## src/rtl/trap_status_pkg.sv

```systemverilog
package trap_status_pkg;
  localparam int SR_W   = 8;
  localparam int BIT_S  = 0;
  localparam int BIT_PS = 1;
  localparam int BIT_ET = 2;
  localparam int BIT_UX = 3;
  localparam int BIT_KX = 4;
  localparam logic [SR_W-1:0] SR_LIVE_MASK = 8'h1F;

  typedef logic [SR_W-1:0] sr_word_t;

  function automatic sr_word_t sr_clean(input sr_word_t raw, input bit has64);
    sr_word_t v;
    v = raw & SR_LIVE_MASK;
    if (has64) v[BIT_KX] = 1'b1;
    else begin
      v[BIT_KX] = 1'b0;
      v[BIT_UX] = 1'b0;
    end
    return v;
  endfunction
endpackage

```

## src/rtl/sr_bank.sv

```systemverilog
module sr_bank
  import trap_status_pkg::*;
#(
  parameter bit HAS_64 = 1'b1
) (
  input  logic     clk,
  input  logic     rst_n,
  input  logic     trap_take,
  input  logic     wr_en,
  input  sr_word_t wr_data,
  output sr_word_t sr_q,
  output logic     wide
);
  sr_word_t raw_d;

  always_comb begin
    raw_d = sr_q;
    if (trap_take) begin
      raw_d[BIT_PS] = sr_q[BIT_S];
      raw_d[BIT_S]  = 1'b1;
      raw_d[BIT_ET] = 1'b0;
    end else if (wr_en) begin
      raw_d = wr_data;
    end
  end

  always_ff @(posedge clk) begin
    if (!rst_n) sr_q <= sr_clean(sr_word_t'(1 << BIT_S), HAS_64);
    else        sr_q <= sr_clean(raw_d, HAS_64);
  end

  assign wide = sr_q[BIT_S] ? sr_q[BIT_KX] : sr_q[BIT_UX];
endmodule

```

## src/rtl/trap_sequencer.sv

```systemverilog
module trap_sequencer #(
  parameter int ADDR_W    = 32,
  parameter int CAUSE_W   = 5,
  parameter int NUM_TRAPS = 20,
  parameter int VEC_SHIFT = 7
) (
  input  logic               clk,
  input  logic               rst_n,
  input  logic               trap_req,
  input  logic [CAUSE_W-1:0] cause,
  input  logic [ADDR_W-1:0]  pc_in,
  input  logic [ADDR_W-1:0]  bad_in,
  input  logic               et_bit,
  input  logic [ADDR_W-1:0]  base,
  output logic               trap_take,
  output logic               redirect_valid,
  output logic [ADDR_W-1:0]  redirect_pc,
  output logic [ADDR_W-1:0]  epc_q,
  output logic [ADDR_W-1:0]  bad_q,
  output logic               err_q
);
  localparam int CAUSE_SPAN = 1 << CAUSE_W;
  localparam bit CAUSE_FULL = (NUM_TRAPS >= CAUSE_SPAN);

  logic cause_ok;
  logic fault;
  logic [ADDR_W-1:0] vector;

  generate
    if (CAUSE_FULL) begin : g_all_legal
      assign cause_ok = 1'b1;
    end else begin : g_range
      assign cause_ok = (32'(cause) < 32'(NUM_TRAPS));
    end
  endgenerate

  assign trap_take = trap_req && !err_q && et_bit && cause_ok;
  assign fault     = trap_req && !err_q && (!et_bit || !cause_ok);
  assign vector    = base + (ADDR_W'(cause) << VEC_SHIFT);

  always_ff @(posedge clk) begin
    if (!rst_n) begin
      redirect_valid <= 1'b0;
      redirect_pc    <= '0;
      epc_q          <= '0;
      bad_q          <= '0;
      err_q          <= 1'b0;
    end else begin
      redirect_valid <= trap_take;
      if (trap_take) begin
        redirect_pc <= vector;
        epc_q       <= pc_in;
        bad_q       <= bad_in;
      end
      if (fault) err_q <= 1'b1;
    end
  end
endmodule

```

## src/rtl/retire_counter.sv

```systemverilog
module retire_counter #(
  parameter int CNT_W = 32
) (
  input  logic             clk,
  input  logic             rst_n,
  input  logic             bump,
  output logic [CNT_W-1:0] count
);
  always_ff @(posedge clk) begin
    if (!rst_n)    count <= '0;
    else if (bump) count <= count + 1'b1;
  end
endmodule

```

## src/rtl/trap_status_unit.sv

```systemverilog
module trap_status_unit
  import trap_status_pkg::*;
#(
  parameter int ADDR_W    = 32,
  parameter int CAUSE_W   = 5,
  parameter int NUM_TRAPS = 20,
  parameter int CNT_W     = 32,
  parameter bit HAS_64    = 1'b1
) (
  input  logic               clk,
  input  logic               rst_n,
  input  logic               sr_wr_en,
  input  logic [7:0]         sr_wr_data,
  input  logic               ebase_wr_en,
  input  logic [ADDR_W-1:0]  ebase_wr_data,
  input  logic               trap_req,
  input  logic [CAUSE_W-1:0] trap_cause,
  input  logic [ADDR_W-1:0]  trap_pc,
  input  logic [ADDR_W-1:0]  trap_badaddr,
  input  logic               retire,
  output logic [7:0]         status,
  output logic [6:0]         active_width,
  output logic [ADDR_W-1:0]  ebase,
  output logic [ADDR_W-1:0]  epc,
  output logic [ADDR_W-1:0]  badvaddr,
  output logic               redirect_valid,
  output logic [ADDR_W-1:0]  redirect_pc,
  output logic               error_mode,
  output logic [CNT_W-1:0]   retired
);
  localparam int VEC_SHIFT = 7;
  localparam logic [6:0] W_NARROW = 7'd32;
  localparam logic [6:0] W_WIDE   = 7'd64;

  logic     take;
  logic     wide;
  sr_word_t sr_q;

  always_ff @(posedge clk) begin
    if (!rst_n)           ebase <= '0;
    else if (ebase_wr_en) ebase <= ebase_wr_data;
  end

  sr_bank #(.HAS_64(HAS_64)) u_sr (
    .clk(clk), .rst_n(rst_n), .trap_take(take),
    .wr_en(sr_wr_en), .wr_data(sr_wr_data),
    .sr_q(sr_q), .wide(wide)
  );

  trap_sequencer #(
    .ADDR_W(ADDR_W), .CAUSE_W(CAUSE_W),
    .NUM_TRAPS(NUM_TRAPS), .VEC_SHIFT(VEC_SHIFT)
  ) u_seq (
    .clk(clk), .rst_n(rst_n), .trap_req(trap_req), .cause(trap_cause),
    .pc_in(trap_pc), .bad_in(trap_badaddr), .et_bit(sr_q[BIT_ET]),
    .base(ebase), .trap_take(take), .redirect_valid(redirect_valid),
    .redirect_pc(redirect_pc), .epc_q(epc), .bad_q(badvaddr),
    .err_q(error_mode)
  );

  retire_counter #(.CNT_W(CNT_W)) u_ret (
    .clk(clk), .rst_n(rst_n), .bump(retire && !trap_req), .count(retired)
  );

  assign status       = sr_q;
  assign active_width = wide ? W_WIDE : W_NARROW;
endmodule

```

## config.mk

```make
export PLATFORM = sky130hd
export DESIGN_NAME = trap_status_unit
export DESIGN_NICKNAME = d
export VERILOG_FILES = /design/src/rtl/trap_status_pkg.sv /design/src/rtl/sr_bank.sv /design/src/rtl/trap_sequencer.sv /design/src/rtl/retire_counter.sv /design/src/rtl/trap_status_unit.sv
export SDC_FILE = /design/constraint.sdc
export NUM_CORES = 1
export LEC_CHECK = 0
export BUFFER_PORTS_ARGS = -buffer_cell sky130_fd_sc_hd__clkbuf_2
export CORE_UTILIZATION = 48
export DETAILED_ROUTE_END_ITERATION = 10
export GPL_ROUTABILITY_DRIVEN = 0
export PLACE_DENSITY_LB_ADDON = 0.25
export SLEW_MARGIN = 20
export SYNTH_ARGS = -nofsm -noshare
export SYNTH_HDL_FRONTEND = slang
export SYNTH_HIERARCHICAL = 1
export SYNTH_SLANG_ARGS = --single-unit
export TNS_END_PERCENT = 30
```

## constraint.sdc

```tcl
create_clock -name clk -period 3 [get_ports clk]
set_input_delay 0.45 -clock clk [delete_from_list [all_inputs] [get_ports clk]]
set_output_delay 0.45 -clock clk [all_outputs]
set_load 0.005 [all_outputs]
```

==> out/metrics.sh, run 1 <==
REQUIRED_ARRIVAL_TIME_AT_THE_WORST_ENDPOINT_NS=3.33
DIE_HEIGHT_UM=124
GLOBALROUTEMET1UTIL_PCT=28.5
WORST_HOLD_PATH.NUM_CELLS=3
WORSTHOLDSTART='trap_pc[7]'
ANTENNA_VIOLATING_NETS_POST_ROUTE=0
MAXCAPVIOLATIONS=0
WORST_SKEW_PAIR.LATE_LATENCY_NS=0.43
GRT_ANTENNA_BEFORE_REPAIR=0
LAYOUT.CELLS.MOST_COMMON_LIST='278 x sky130_fd_sc_hd__clkbuf_2, 168 x sky130_fd_sc_hd__nand2_1, 166 x sky130_fd_sc_hd__dfxtp_1'
TOTAL_ROUTING_USAGE_GR_PCT=23.4
POWERDENSITY_nW_PER_UM2=554
DIE-WIDTH_UM=124
ASYNCSETRESETFLOPFRACSYNTH_PCT=0
HOLDBUFCOUNTCTS=0
FIRST_GLOBAL_VIAS=5539
POST_DRT_WL_PER_CELL_UM=14.6
CRITICAL_PATH.CELL_CHAIN='nand4_2 -> or4_1 -> or4_1 -> a311oi_1'
TIMING.SETUP.CRITICAL_PATH_CLASS='reg -> reg'
HOLD_PATH_END='u_seq/epc_q[7]'
SYNTH_FF_TYPE='sky130_fd_sc_hd__dfxtp_1'
FIN_CRIT_SH_PCT=80.3
IR_DROP_mV=0.385
IO-PIN-COUNT=292
WORST_HOLD_PATH_TYPE='in -> reg'
FIRST_ITER_VIOLATIONS=355
CTS_REPAIR_RESIZE_COUNT=0
REG2REG_FROM='ebase[13]'
TIMING_WORST_SLEW_PIN_VALUE_NS=0.778
START_UTIL_PCT=49.0
FIRST_PASS_ITERS=5
TOTAL_DRC_ERRORS_IN_THE_ROUTED_LAYOUT=0
CLK_ROOT_BUF='sky130_fd_sc_hd__clkbuf_16'
SLOWEST_STAGE='sky130_fd_sc_hd__or4_1'
PIN_COUNT_OF_THE_BIGGEST_NET_ENTERING_GLOBAL_ROUTING=78
WIRE_LENGTH_AFTER_DETAILED_ROUTING_MM=18.4
FINAL.FILL_COUNT=1308
DIE_OUTLINE_AREA_SQ_UM=15300
VIAS_PER_CELL=5.17
BUFFER_PORTS.INSERTED=278
ROWS=44
CP.BUFFERS_INVERTERS=0
CRIT_PATH_START_KIND='flop'
CTS_BUFFER_DEPTH=2
TOTAL_VIAS_IN_THE_FINAL_ROUTE=6497
YS_SEQ_ELEMENTS=166
TRITONCTS_CLOCK_TREE='yes'
LAYOUT.NETS=1181
POWER_LEAKAGE_nW=3.89
GLOBAL_ROUTING_USAGE_ON_MET3_PCT=6.92
YS.WARNINGS.COUNT=6
TIMING.SLEW.HEADROOM_PCT=48.1
ANTENNA-DIODE-COUNT=0
SYNTH-EDFF-COUNT=0
DRV_SLEW=0
FINALSETUPTNS_NS=0
FINAL_COMMON_CELL='sky130_fd_sc_hd__clkbuf_2'
FINAL_CELL_AREA_SQ_UM=9080
MAXCLOCKFREQUENCY_GHz=0.415
TIMING.REG2REG.WORST_PATH_DEPTH=4
WORST-PATH-MAX-FANOUT=18
CRITPATHTOPFAMILY='simple AND/OR/NAND/NOR gates'
LAYOUT-DRIVE-GT1-SHARE_PCT=31.1
HOLD_VIOLATIONS=0
CRITPATHMAXSTAGEDELAY_NS=0.85
RSZ0062_AT_GRT='no'
DETAILEDPLACEMENTHPWL_MM=12.7
TERMINUS_OF_THE_CRITICAL_FLOP_TO_FLOP_PATH='u_seq/redirect_pc[30]'
CRITICAL-PATH-TOP-CELL-BY-COUNT='sky130_fd_sc_hd__or4_1'
SEQ_TOTAL_AREA_YOSYS_PCT=46.9
CORE_AR_SQ_UM=14500
CLK_PIN_SLEW_NS=0.06
OUTCOME='completed'
WORST_EP_ARRIVAL_TIME_NS=2.74
ENDPOINT_KIND='flop'
GRTUSAGEMET2_PCT=39.0
SYN_INST=811
CTS-BUFFERS-INSERTED=17
REG2REG_SLACK_NS=0.59
GRT_PASS1_WL_MM=27.8
CTS.SINKS=166
CLOCK_SKEW_NS=0.00781
SETUP_VIOL=0
SYNTHDISTINCTLIBCELLS=58
SYNTH_AREA_PER_CELL_SQ_UM=8.74
DPL-INSTANCE-AREA_SQ_UM=8440
POSTCTSSETUPBUFFERS=0
AREAGROWTHSYNTHTOFINISH_PCT=28.1
SYNTH_AREA_SQ_UM=7090
GLOBAL_ROUTE.PEAK_USAGE_LAYER='met2'
H_TREE_DEPTH_REPORTED_BY_CTS=4
GRT_OVERFLOW_TOTAL=0
FINALCRITICALPERIOD_NS=2.41
[layout make-up]
cell class | instances | area (sq um) | area share (%)
Clock inverter | 8 | 135 | 1.49
Clock buffer | 24 | 512 | 5.63
Timing Repair Buffer | 287 | 1480 | 16.3
Sequential cell | 166 | 3320 | 36.6
Tap cell | 184 | 230 | 2.53
Multi-Input combinational cell | 576 | 3360 | 36.9
Inverter | 11 | 42.5 | 0.468
[per-stage QoR]
step / total power (W) / hold slack, ns / instances / worst slack [ns] / util [%]
floorplan: 0.00257 / 0.450 / 817 / 0.776 / -
global placement: 0.00273 / 0.441 / 1224 / 0.439 / 58.3
detailed placement: 0.00274 / 0.446 / 1224 / 0.386 / 58.3
CTS: 0.00508 / 0.224 / 1256 / 0.622 / 62.7
global route: 0.00522 / 0.239 / 1256 / 0.427 / 62.7
finish: 0.00504 / 0.237 / 1256 / 0.591 / 62.7
[registers in the layout (all words and copies together), names as in the netlist]
signal and count:
ebase 32, u_ret/count 32, u_seq/bad_q 32, u_seq/epc_q 32, u_seq/redirect_pc 32, u_sr/sr_q 4, u_seq/err_q 1, u_seq/redirect_valid 1
[worst min-delay path, delay by kind of cell]
kind | cells | cell delay, ns
AOI/OAI and AO/OA | 1 | 0.05
buffers and inverters | 1 | 0.08
and+or+nand+nor | 1 | 0.04
[synthesized netlist by cell type (6+ instances only)]
cell type / count / area [sq um]
sky130_fd_sc_hd__a211oi_1: 8 / 60.1
sky130_fd_sc_hd__a21oi_1: 87 / 435
sky130_fd_sc_hd__a31oi_1: 10 / 62.6
sky130_fd_sc_hd__and4_1: 6 / 52.6
sky130_fd_sc_hd__buf_4: 11 / 82.6
sky130_fd_sc_hd__clkbuf_1: 35 / 131
sky130_fd_sc_hd__dfxtp_1: 166 / 3320
sky130_fd_sc_hd__ha_1: 6 / 75.1
sky130_fd_sc_hd__inv_1: 9 / 33.8
sky130_fd_sc_hd__mux2i_1: 39 / 390
sky130_fd_sc_hd__nand2_1: 168 / 631
sky130_fd_sc_hd__nand2b_1: 11 / 68.8
sky130_fd_sc_hd__nand3_1: 20 / 100
sky130_fd_sc_hd__nand4_1: 14 / 87.6
sky130_fd_sc_hd__nor2_1: 26 / 97.6
sky130_fd_sc_hd__nor2b_1: 34 / 213
sky130_fd_sc_hd__o21ai_0: 27 / 135
sky130_fd_sc_hd__o31ai_1: 12 / 90.1
sky130_fd_sc_hd__o41ai_1: 8 / 70.1
sky130_fd_sc_hd__or3_1: 9 / 56.3
sky130_fd_sc_hd__or4_1: 12 / 90.1
sky130_fd_sc_hd__xnor2_1: 8 / 70.1
sky130_fd_sc_hd__xor2_1: 9 / 78.8
[where the power goes]
part | leakage (nW) | switching [W] | total (W) | internal, W
Combinational | 2.22 | 0.000201 | 0.000377 | 0.000176
Sequential | 1.35 | 0.0000516 | 0.00231 | 0.00226
Clock | 0.315 | 0.000891 | 0.00235 | 0.00146
Total | 3.89 | 0.00114 | 0.00504 | 0.00389
[worst max path at each step]
stage / depth (start not counted) / start / endpoint / slack (ns)
6_report: 4 / ebase[13] / u_seq/redirect_pc[30] / 0.59
5_1_grt: 4 / ebase[13] / u_seq/redirect_pc[30] / 0.43
4_1_cts: 5 / ebase[11] / u_seq/redirect_pc[30] / 0.62
3_5_place_dp: 6 / trap_cause[4] / u_seq/redirect_pc[30] / 0.39
3_3_place_gp: 6 / trap_cause[4] / u_seq/redirect_pc[26] / 0.44
2_1_floorplan: 6 / trap_cause[4] / u_seq/redirect_pc[28] / 0.78
[routing by layer]
metal  vias to the layer above  share of wire, %
li1                       3311                 -
met1                      2972                42
met2                       195                49
met3                        19               7.2
met4                         0               1.3
met5                         -                 0
[kinds of logic (layout without fill, tap and decap cells)]
logic type,after synthesis,count (layout),synth area share [%]
AND/OR/NAND/NOR,328,328,22.6
AO/OA/AOI/OAI,175,175,15.0
flip-flops,166,166,46.9
buffers and inverters,75,330,6.20
multiplexers,40,40,5.67
XOR/XNOR,17,17,2.10
adder cells (fa/ha/maj),7,7,1.34
other,3,9,0.159
Note: power is estimated with default switching activity, not from simulation.
==> inputs of run 2 (changes only) <==
==> constraint.sdc (replaced) <==
create_clock -name clk -period 2.43 [get_ports clk]
set_input_delay 0.3645 -clock clk [delete_from_list [all_inputs] [get_ports clk]]
set_output_delay 0.3645 -clock clk [all_outputs]
set_load 0.005 [all_outputs]
==> out/metrics.sh, run 2 (same netlist as run 1, synthesis figures left out) <==
OUTCOME='completed'
WORST-PATH-MAX-FANOUT=18
WIRE_LENGTH_AFTER_DETAILED_ROUTING_MM=18.3
TRITONCTS_CLOCK_TREE='yes'
ANTENNA-DIODE-COUNT=0
TIMING.SLEW.HEADROOM_PCT=56.1
LAYOUT-DRIVE-GT1-SHARE_PCT=31.6
WORST_HOLD_PATH_TYPE='in -> reg'
WORST_SKEW_PAIR.LATE_LATENCY_NS=0.42
CORE_AR_SQ_UM=14500
FIN_CRIT_SH_PCT=89.3
FINAL.FILL_COUNT=1315
ANTENNA_VIOLATING_NETS_POST_ROUTE=0
GRT_OVERFLOW_TOTAL=0
CTS.SINKS=166
MAXCAPVIOLATIONS=0
SETUP_VIOL=0
POWER_W=0.00593
GRT_ANTENNA_BEFORE_REPAIR=0
CRITICAL_PATH.CELL_CHAIN='nand4_2 -> or4_1 -> buf_4 -> or4_1 -> a311oi_1'
CRIT_PATH_START_KIND='flop'
TIMING.SETUP.CRITICAL_PATH_CLASS='reg -> reg'
GRT_PASS1_WL_MM=27.7
LAYOUT.NETS=1190
GLOBALROUTEMET1UTIL_PCT=29.0
GRTUSAGEMET2_PCT=37.9
VIAS_PER_CELL=5.18
DIE-WIDTH_UM=124
CLK_ROOT_BUF='sky130_fd_sc_hd__clkbuf_16'
RSZ0062_AT_GRT='no'
CTS-BUFFERS-INSERTED=17
CLK_PIN_SLEW_NS=0.06
IR_DROP_mV=0.460
TOTAL_ROUTING_USAGE_GR_PCT=23.2
POWER_LEAKAGE_nW=3.90
LAYOUT.CELLS.MOST_COMMON_LIST='278 x sky130_fd_sc_hd__clkbuf_2, 168 x sky130_fd_sc_hd__nand2_1, 166 x sky130_fd_sc_hd__dfxtp_1'
ROWS=44
PIN_COUNT_OF_THE_BIGGEST_NET_ENTERING_GLOBAL_ROUTING=76
H_TREE_DEPTH_REPORTED_BY_CTS=4
SLOWEST_STAGE='sky130_fd_sc_hd__or4_1'
AREAGROWTHSYNTHTOFINISH_PCT=28.5
CTS_REPAIR_RESIZE_COUNT=0
POSTLAYOUTCOREUTIL_PCT=62.9
BUFFER_PORTS.INSERTED=278
FINALCRITICALPERIOD_NS=2.17
MAXCLOCKFREQUENCY_GHz=0.461
TOTAL_DRC_ERRORS_IN_THE_ROUTED_LAYOUT=0
DETAILEDPLACEMENTHPWL_MM=13.1
DIE_OUTLINE_AREA_SQ_UM=15300
IO-PIN-COUNT=292
FIRST_ITER_VIOLATIONS=341
ENDPOINT_KIND='flop'
GLOBAL_ROUTE.PEAK_USAGE_LAYER='met2'
POSTCTSSETUPBUFFERS=0
POWERDENSITY_nW_PER_UM2=652
HOLDBUFCOUNTCTS=0
CRITPATHMAXSTAGEDELAY_NS=0.56
FINALWORSTSETUPSLACK_NS=0.261
DIE_HEIGHT_UM=124
FINALSETUPTNS_NS=0
CLOCK_SKEW_NS=0.00769
GLOBAL_ROUTING_USAGE_ON_MET3_PCT=6.41
START_UTIL_PCT=49.0
TOTAL_VIAS_IN_THE_FINAL_ROUTE=6547
TIGHTEST_HOLD_MARGIN_NS=0.158
WORST_EP_ARRIVAL_TIME_NS=2.50
CTS_BUFFER_DEPTH=2
FIRST_GLOBAL_VIAS=5612
TIMING_WORST_SLEW_PIN_VALUE_NS=0.658
DRV_SLEW=0
REQUIRED_ARRIVAL_TIME_AT_THE_WORST_ENDPOINT_NS=2.76
HOLD_VIOLATIONS=0
PRE_CTS_WS_NS=0.112
FINAL_COMMON_CELL='sky130_fd_sc_hd__clkbuf_2'
POST_DRT_WL_PER_CELL_UM=14.5
FIRST_PASS_ITERS=4
CRITICAL-PATH-TOP-CELL-BY-COUNT='sky130_fd_sc_hd__or4_1'
==> run 2: final timing paths <==
path | from | end | slack [ns] | cells after the start
max | ebase[15] | u_seq/redirect_pc[24] | 0.26 | 5
min | trap_pc[7] | u_seq/epc_q[7] | 0.16 | 3
max reg2reg | ebase[15] | u_seq/redirect_pc[24] | 0.26 | 5
min reg2reg | u_seq/bad_q[15] | u_seq/bad_q[15] | 0.45 | 2
==> run 2: worst max-delay path: cells and delay by family (launching register included) <==
family,cells,cell delay (ns)
buf+inv,1,0.21
compound gates,1,0.26
flops,1,0.43
simple gates,3,1.18
==> run 2: power breakdown <==
part	internal, W	switching (W)
Sequential	0.00279	0.0000602
Combinational	0.000228	0.000253
Clock	0.00152	0.00108
==> run 2: cell type report <==
class,count,area [sq um],area share [%]
Clock buffer,22,484,5.32
Multi-Input combinational cell,576,3360,36.9
Inverter,11,42.5,0.467
Sequential cell,166,3320,36.5
Clock inverter,9,93.8,1.03
Timing Repair Buffer,296,1580,17.3
Tap cell,184,230,2.53
==> run 2: routing by layer <==
layer / part of all wire, % / vias to the layer above / routed length, um
met5: 0 / - / 0
met4: 1.6 / 0 / 294
met3: 6.9 / 24 / 1260
met2: 48 / 205 / 8810
met1: 43 / 2974 / 7970
li1: - / 3344 / -
==> run 2: through the flow <==
step | instance area (sq um) | cells
after global placement | 8530 | 1233
after CTS | 9110 | 1264
after global routing | 9110 | 1264
after floorplan | 7110 | 817
after detailed placement | 8530 | 1233
final | 9110 | 1264
